[src/rtl/bilerp_pkg.sv]
package bilerp_pkg;
    localparam int PIX_W    = 8;
    localparam int FRAC_W   = 7;
    localparam int LERP_LAT = 2;
    localparam int ROWS     = 2;

    typedef logic [PIX_W-1:0]  pix_t;
    typedef logic [FRAC_W-1:0] frac_t;
endpackage

[src/rtl/bilerp_delay.sv]
module bilerp_delay #(
    parameter int WIDTH = 1,
    parameter int DEPTH = 1
) (
    input  logic             clk,
    input  logic             rst_n,
    input  logic [WIDTH-1:0] din,
    output logic [WIDTH-1:0] dout
);
    logic [WIDTH-1:0] stg [DEPTH];

    generate
        for (genvar s = 0; s < DEPTH; s++) begin : g_stage
            if (s == 0) begin : g_first
                always_ff @(posedge clk or negedge rst_n) begin
                    if (!rst_n) stg[s] <= '0;
                    else        stg[s] <= din;
                end
            end else begin : g_next
                always_ff @(posedge clk or negedge rst_n) begin
                    if (!rst_n) stg[s] <= '0;
                    else        stg[s] <= stg[s-1];
                end
            end
        end
    endgenerate

    assign dout = stg[DEPTH-1];
endmodule

[src/rtl/bilerp_lerp.sv]
module bilerp_lerp #(
    parameter int PIX_W  = bilerp_pkg::PIX_W,
    parameter int FRAC_W = bilerp_pkg::FRAC_W
) (
    input  logic              clk,
    input  logic              rst_n,
    input  logic [PIX_W-1:0]  near_pix,
    input  logic [PIX_W-1:0]  far_pix,
    input  logic [FRAC_W-1:0] frac,
    output logic [PIX_W-1:0]  mix_pix
);
    localparam int DIFF_W = PIX_W + 1;
    localparam int PROD_W = DIFF_W + FRAC_W + 1;

    // stage A: capture base and signed difference
    logic signed [DIFF_W-1:0] diff_d;
    logic signed [DIFF_W-1:0] diff_q;
    logic [PIX_W-1:0]         base_q;
    logic [FRAC_W-1:0]        frac_q;

    assign diff_d = $signed({1'b0, far_pix}) - $signed({1'b0, near_pix});

    always_ff @(posedge clk or negedge rst_n) begin
        if (!rst_n) begin
            base_q <= '0;
            diff_q <= '0;
            frac_q <= '0;
        end else begin
            base_q <= near_pix;
            diff_q <= diff_d;
            frac_q <= frac;
        end
    end

    // stage B: signed product, floor shift, add base
    logic signed [PROD_W-1:0] diff_ext;
    logic signed [PROD_W-1:0] frac_ext;
    logic signed [PROD_W-1:0] base_ext;
    logic signed [PROD_W-1:0] prod;
    logic signed [PROD_W-1:0] step;

    assign diff_ext = {{(PROD_W-DIFF_W){diff_q[DIFF_W-1]}}, diff_q};
    assign frac_ext = {{(PROD_W-FRAC_W){1'b0}}, frac_q};
    assign base_ext = {{(PROD_W-PIX_W){1'b0}}, base_q};
    assign prod     = diff_ext * frac_ext;
    assign step     = prod >>> FRAC_W;

    always_ff @(posedge clk or negedge rst_n) begin
        if (!rst_n) mix_pix <= '0;
        else        mix_pix <= PIX_W'(base_ext + step);
    end
endmodule

[src/rtl/bilerp_pipe.sv]
module bilerp_pipe #(
    parameter int PIX_W  = bilerp_pkg::PIX_W,
    parameter int FRAC_W = bilerp_pkg::FRAC_W
) (
    input  logic              clk,
    input  logic              rst_n,
    input  logic              in_valid,
    input  logic [PIX_W-1:0]  in_pix_ul,
    input  logic [PIX_W-1:0]  in_pix_ur,
    input  logic [PIX_W-1:0]  in_pix_ll,
    input  logic [PIX_W-1:0]  in_pix_lr,
    input  logic [FRAC_W-1:0] in_frac_x,
    input  logic [FRAC_W-1:0] in_frac_y,
    output logic              out_valid,
    output logic [PIX_W-1:0]  out_pix
);
    localparam int LERP_LAT  = bilerp_pkg::LERP_LAT;
    localparam int ROWS      = bilerp_pkg::ROWS;
    localparam int TOTAL_LAT = 2 * LERP_LAT;

    logic [PIX_W-1:0]  row_near [ROWS];
    logic [PIX_W-1:0]  row_far  [ROWS];
    logic [PIX_W-1:0]  row_mix  [ROWS];
    logic [FRAC_W-1:0] frac_y_d;

    assign row_near[0] = in_pix_ul;
    assign row_far[0]  = in_pix_ur;
    assign row_near[1] = in_pix_ll;
    assign row_far[1]  = in_pix_lr;

    // horizontal stage: one blend per row, side by side
    generate
        for (genvar r = 0; r < ROWS; r++) begin : g_row
            bilerp_lerp #(.PIX_W(PIX_W), .FRAC_W(FRAC_W)) u_hlerp (
                .clk      (clk),
                .rst_n    (rst_n),
                .near_pix (row_near[r]),
                .far_pix  (row_far[r]),
                .frac     (in_frac_x),
                .mix_pix  (row_mix[r])
            );
        end
    endgenerate

    // vertical fraction waits out the horizontal stage
    bilerp_delay #(.WIDTH(FRAC_W), .DEPTH(LERP_LAT)) u_fy_dly (
        .clk   (clk),
        .rst_n (rst_n),
        .din   (in_frac_y),
        .dout  (frac_y_d)
    );

    // vertical stage
    bilerp_lerp #(.PIX_W(PIX_W), .FRAC_W(FRAC_W)) u_vlerp (
        .clk      (clk),
        .rst_n    (rst_n),
        .near_pix (row_mix[0]),
        .far_pix  (row_mix[1]),
        .frac     (frac_y_d),
        .mix_pix  (out_pix)
    );

    // qualifier rides alongside the data
    bilerp_delay #(.WIDTH(1), .DEPTH(TOTAL_LAT)) u_vld_dly (
        .clk   (clk),
        .rst_n (rst_n),
        .din   (in_valid),
        .dout  (out_valid)
    );
endmodule

[config.mk]
export PLATFORM = sky130hd
export DESIGN_NAME = bilerp_pipe
export DESIGN_NICKNAME = d
export VERILOG_FILES = /design/src/rtl/bilerp_pkg.sv /design/src/rtl/bilerp_delay.sv /design/src/rtl/bilerp_lerp.sv /design/src/rtl/bilerp_pipe.sv
export SDC_FILE = /design/constraint.sdc
export NUM_CORES = 1
export LEC_CHECK = 0
export BUFFER_PORTS_ARGS = -buffer_cell sky130_fd_sc_hd__buf_2
export CORE_ASPECT_RATIO = 1.25
export CORE_UTILIZATION = 50
export DETAILED_ROUTE_END_ITERATION = 7
export PLACE_DENSITY = 0.67
export SLEW_MARGIN = 20
export SYNTH_ARGS = -nofsm -noshare
export SYNTH_HDL_FRONTEND = slang
export SYNTH_SLANG_ARGS = --single-unit
[constraint.sdc]
create_clock -name clk -period 12.4 [get_ports clk]
set_input_delay 0.62 -clock clk [delete_from_list [all_inputs] [get_ports clk]]
set_output_delay 0.62 -clock clk [all_outputs]
set_load 0.005 [all_outputs]
Word-level counts from Yosys, hierarchy flattened
Index checks and enable logic that the tools add are counted.

Register bits: 107. Bits of input ports: 49. Output and inout port bits: 9. Logic and storage cells: 26.

$add $sub $neg: 6. Multipliers: 3.

Operators with widths (count): multiplier 9 x 8 -> 15 bit (3); subtractor 8 x 8 -> 9 bit (3); adder 8 bit (3).

Logic depth before layout (Yosys ltp)
Word-level depth: 2. Depth in mapped cells: 25. Mapped depth without buffers: 23.

Cells and area by module
From an unflattened synthesis, not the netlist that was laid out.

Cells, all modules: 1061. Area, all modules: 10983.0 um^2.

By module, submodules not included: bilerp_lerp at g_row[1].u_hlerp (times used 1, cells each 345, area an instance 3520.9 um^2, sequential area each 800.8 um^2); bilerp_lerp at g_row[0].u_hlerp (times used 1, cells each 347, area an instance 3497.1 um^2, sequential area each 800.8 um^2); bilerp_lerp at u_vlerp (times used 1, cells each 344, area an instance 3462.1 um^2, sequential area each 800.8 um^2); bilerp_delay at u_fy_dly (times used 1, cells each 21, area an instance 402.9 um^2, sequential area each 350.3 um^2); bilerp_delay at u_vld_dly (times used 1, cells each 4, area an instance 100.1 um^2, sequential area each 100.1 um^2).

Worst setup path after synthesis
OpenSTA, ideal clock, no wires.

Kind: reg-to-reg. Start: register g_row[1].u_hlerp.frac_q[2]. End: register g_row[1].u_hlerp.mix_pix[7]. Setup time: 0.125 ns. Data arrival time: 5.124 ns. Data required time: 12.275 ns. Setup slack: 7.151 ns. Cell stages (with the launch flop): 23. Path buffers: 1. Period minus slack after synthesis: 5.249 ns. Cell sequence: dfrtp_1 > clkbuf_1 > nand2_1 > fa_1 > inv_1 > fa_1 > fa_1 > inv_1 > fa_1 > inv_1 > ha_1 > nand2_1 > a21oi_1 > a221oi_2 > and2b_1 > nor2_1 > xnor2_1 > ha_1 > nor2b_1 > o21a_1 > o41ai_1 > xnor2_1 > xnor2_1.

Longest elaborated chain between the ends: 2.

Ends and longest elaborated chain: from (decl) (line bilerp_lerp.sv:19) `logic [FRAC_W-1:0] frac_q;`; from (signal assigned) (line bilerp_lerp.sv:31) `frac_q <= frac;`; multiplier 9 x 8 -> 15 bit (line bilerp_lerp.sv:45) `assign prod = diff_ext * frac_ext;`; adder 8 bit (line bilerp_lerp.sv:50) `else mix_pix <= PIX_W'(base_ext + step);`; to (signal assigned) (line bilerp_lerp.sv:50); to (decl) (line bilerp_lerp.sv:10) `output logic [PIX_W-1:0] mix_pix`.

Every way passes these cells.

Worst setup path after layout
Ends and elaborated chain as after synthesis.

==> impl_metrics.ini <==
[run_status]
outcome = complete, no violations

[sta]
finalSetupTns_ns = 0
min_period_ns = 5.512
hold_viol_final = 0
fin_crit_sh = 0.4445
drv_slew = 0
rsz0062_at_grt = no
maxSlewHeadroom = 0.4341
tightestPinTransition_ns = 0.8488
setup_viol = 0
clock_skew_ns = 0.006793
timing.fmax_mhz = 181.4

[setup_path]
cp.required_ns = 12.68
path_cells = nand2_1 > fa_1 > inv_1 > fa_1 > fa_1 > inv_1 > fa_1 > inv_1 > ha_1 > nand2_1 > a21oi_1 > a221oi_2 > and2b_1 > nor2_1 > xnor2_1 > ha_1 > nor2b_1 > o21a_1 > o41ai_1 > xnor2_1 > xnor2_1
worst-path-buf-inv = 3
ff2ff_path_depth = 21
path_common_cell = fa_1
r2r-end = g_row[1].u_hlerp.mix_pix[7]
r2r_slack_ns = 6.89
timing.rr.start = g_row[1].u_hlerp.frac_q[2]
endpoint_kind = flop
critPathMaxFanout = 18
max_stage_delay_ns = 0.66
critical_path_class = flop to flop
cp.arrival_ns = 5.79
cp_top_family = adder cells
startpoint_type = flop
crit_path_top_delay_cell = dfrtp_1

[clock_tree]
cts-root-buf = clkbuf_16
cts_tree = done
post_cts_buffers = 0
worstSkewPairLatency_ns = 0.35
clkSlewWorstSetupHoldPaths_ns = 0.08
clock_path_buffers = 2
clock-sinks = 107
cts-htree-levels = 3
cts_hold_buf = 0
cts.repair.resized = 0
cts_buffers = 9

[detailed_routing]
drt-total-wl_um = 19210
wl_per_cell_um = 13.67
ant_nets = 0
vias_per_cell = 4.831
drc = 0
drtPass1Iterations = 4
drt_iter0_drc = 232
vias = 6788

[global_routing]
globalRouteOverflowTotal = 0
antenna_found_initial = 0
grt_pass1_vias = 7211
grt_pass1_wl_um = 33630
grt.total_usage = 0.1926
grt_max_degree = 65

[yosys]
yosysWarningCount = 0
ys.flop_type = dfrtp_1
synth.top_cell.area_share = 0.2632
synth.area.top_cells = fa_1 26%, dfrtp_1 25%, ha_1 15%, inv_1 8.9%, and2_1 7.7%
yosysUniqueCellTypes = 33
async_flop_share = 1.000
synth-seq-area-share = 0.2497
yosysMostFrequentCell = inv_1
synth_area_um2 = 10730
synth_area_per_cell_um2 = 10.05
synth_nets = 1383
synth-edff-count = 0
syn_inst = 1067
netlist.top_cell.by_area = fa_1
synthTopCellsByCount = 253 x inv_1, 141 x fa_1, 132 x and2_1, 126 x ha_1, 107 x dfrtp_1
ys_seq_elements = 107

[floorplanning]
fp-row-count = 59
die_h_um = 165.7
die-area_um2 = 22040
core_um2 = 20890
die_w_um = 133.0
initial_core_util = 0.5134
pin_count = 58

[layout]
drive_gt1_frac = 0.06897
diodes = 0
fillers = 1873
syn_to_final_growth_pct = 8.306
fin_nets = 1443

[placement]
gp_congestion = 0.8430
dp_hpwl_um = 15850
portBuffers = 57

[min_path]
min_path_type = input pin to async pin

[run]
maxCapViolCount = 0
==> stage by stage <==
stage	area (um^2)	setup WS (ns)	utilization	std cells	hold WS [ns]
after global routing	11620	6.505	0.5560	1405	0.2831
final	11620	6.888	0.5560	1405	0.2363
after floorplan	10730	7.151	-	1067	0.3244
after global placement	11330	6.984	0.5423	1390	0.3321
after CTS	11620	6.812	0.5560	1405	0.2471
after detailed placement	11330	6.846	0.5423	1390	0.3347
==> registers in the layout, indices dropped and copies added (netlist names) <==
signal,flops
u_vlerp.mix_pix,8
u_vlerp.frac_q,7
u_fy_dly.stg,7
u_fy_dly.dout,7
g_row.u_hlerp.base_q,16
u_vlerp.base_q,8
u_vld_dly.dout,1
g_row.u_hlerp.diff_q,18
u_vld_dly.stg,3
u_vlerp.diff_q,9
g_row.u_hlerp.frac_q,7
g_row.u_hlerp.mix_pix,16
==> cells by family (layout without fill, tap and decap cells) <==
logic type,count (synthesis),in the layout,synth area share
buf+inv,262,326,0.09169
simple gates,268,268,0.1350
compound gates,83,83,0.04818
fa+ha+maj,267,267,0.4102
xor+xnor,80,80,0.06533
flops,107,107,0.2497
==> metal layers <==
metal	GRT usage	routed length, um	share of wire
met1	0.2301	7987	0.42
met2	0.3608	10640	0.55
met3	0.02473	299	0.016
met4	0.04948	277	0.014
met5	0	0	0
==> cell usage in the layout, fill, tap and decap left out, types with 9 or more instances in the layout <==
cell type and instances:
dfrtp_1 107, o21ai_0 21, nor2_1 25, xnor2_1 65, ha_1 126, buf_2 56, a21oi_1 23, xor2_1 15
fa_1 141, nand2_1 66, inv_1 253, nor2b_1 14, clkbuf_16 9, nand2b_1 11, a21o_1 14, and2_1 132
==> final cells by class <==
class                           instances  area (um^2)  area share
Inverter                              253        949.7     0.08175
Multi-Input combinational cell        698         7064      0.6081
Clock buffer                            9        225.2     0.01939
Sequential cell                       107         2678      0.2305
Timing Repair Buffer                   58        295.3     0.02542
Clock inverter                          6        61.31    0.005278
Tap cell                              274        342.8     0.02951
==> worst max-delay path by stage <==
stage	startpoint	endpoint	slack, ns	cells after the start
after floorplan	g_row[1].u_hlerp.frac_q[2]	g_row[1].u_hlerp.mix_pix[7]	7.15	22
after global placement	g_row[1].u_hlerp.frac_q[2]	g_row[1].u_hlerp.mix_pix[7]	6.98	21
after detailed placement	g_row[1].u_hlerp.frac_q[2]	g_row[1].u_hlerp.mix_pix[7]	6.85	21
after CTS	g_row[1].u_hlerp.frac_q[2]	g_row[1].u_hlerp.mix_pix[7]	6.81	21
after global routing	g_row[1].u_hlerp.frac_q[2]	g_row[1].u_hlerp.mix_pix[7]	6.50	21
final	g_row[1].u_hlerp.frac_q[2]	g_row[1].u_hlerp.mix_pix[7]	6.89	21
Power is left out: the tool's default activity adds up to more than one toggle a clock period on the data nets, which glitch-free logic cannot reach.
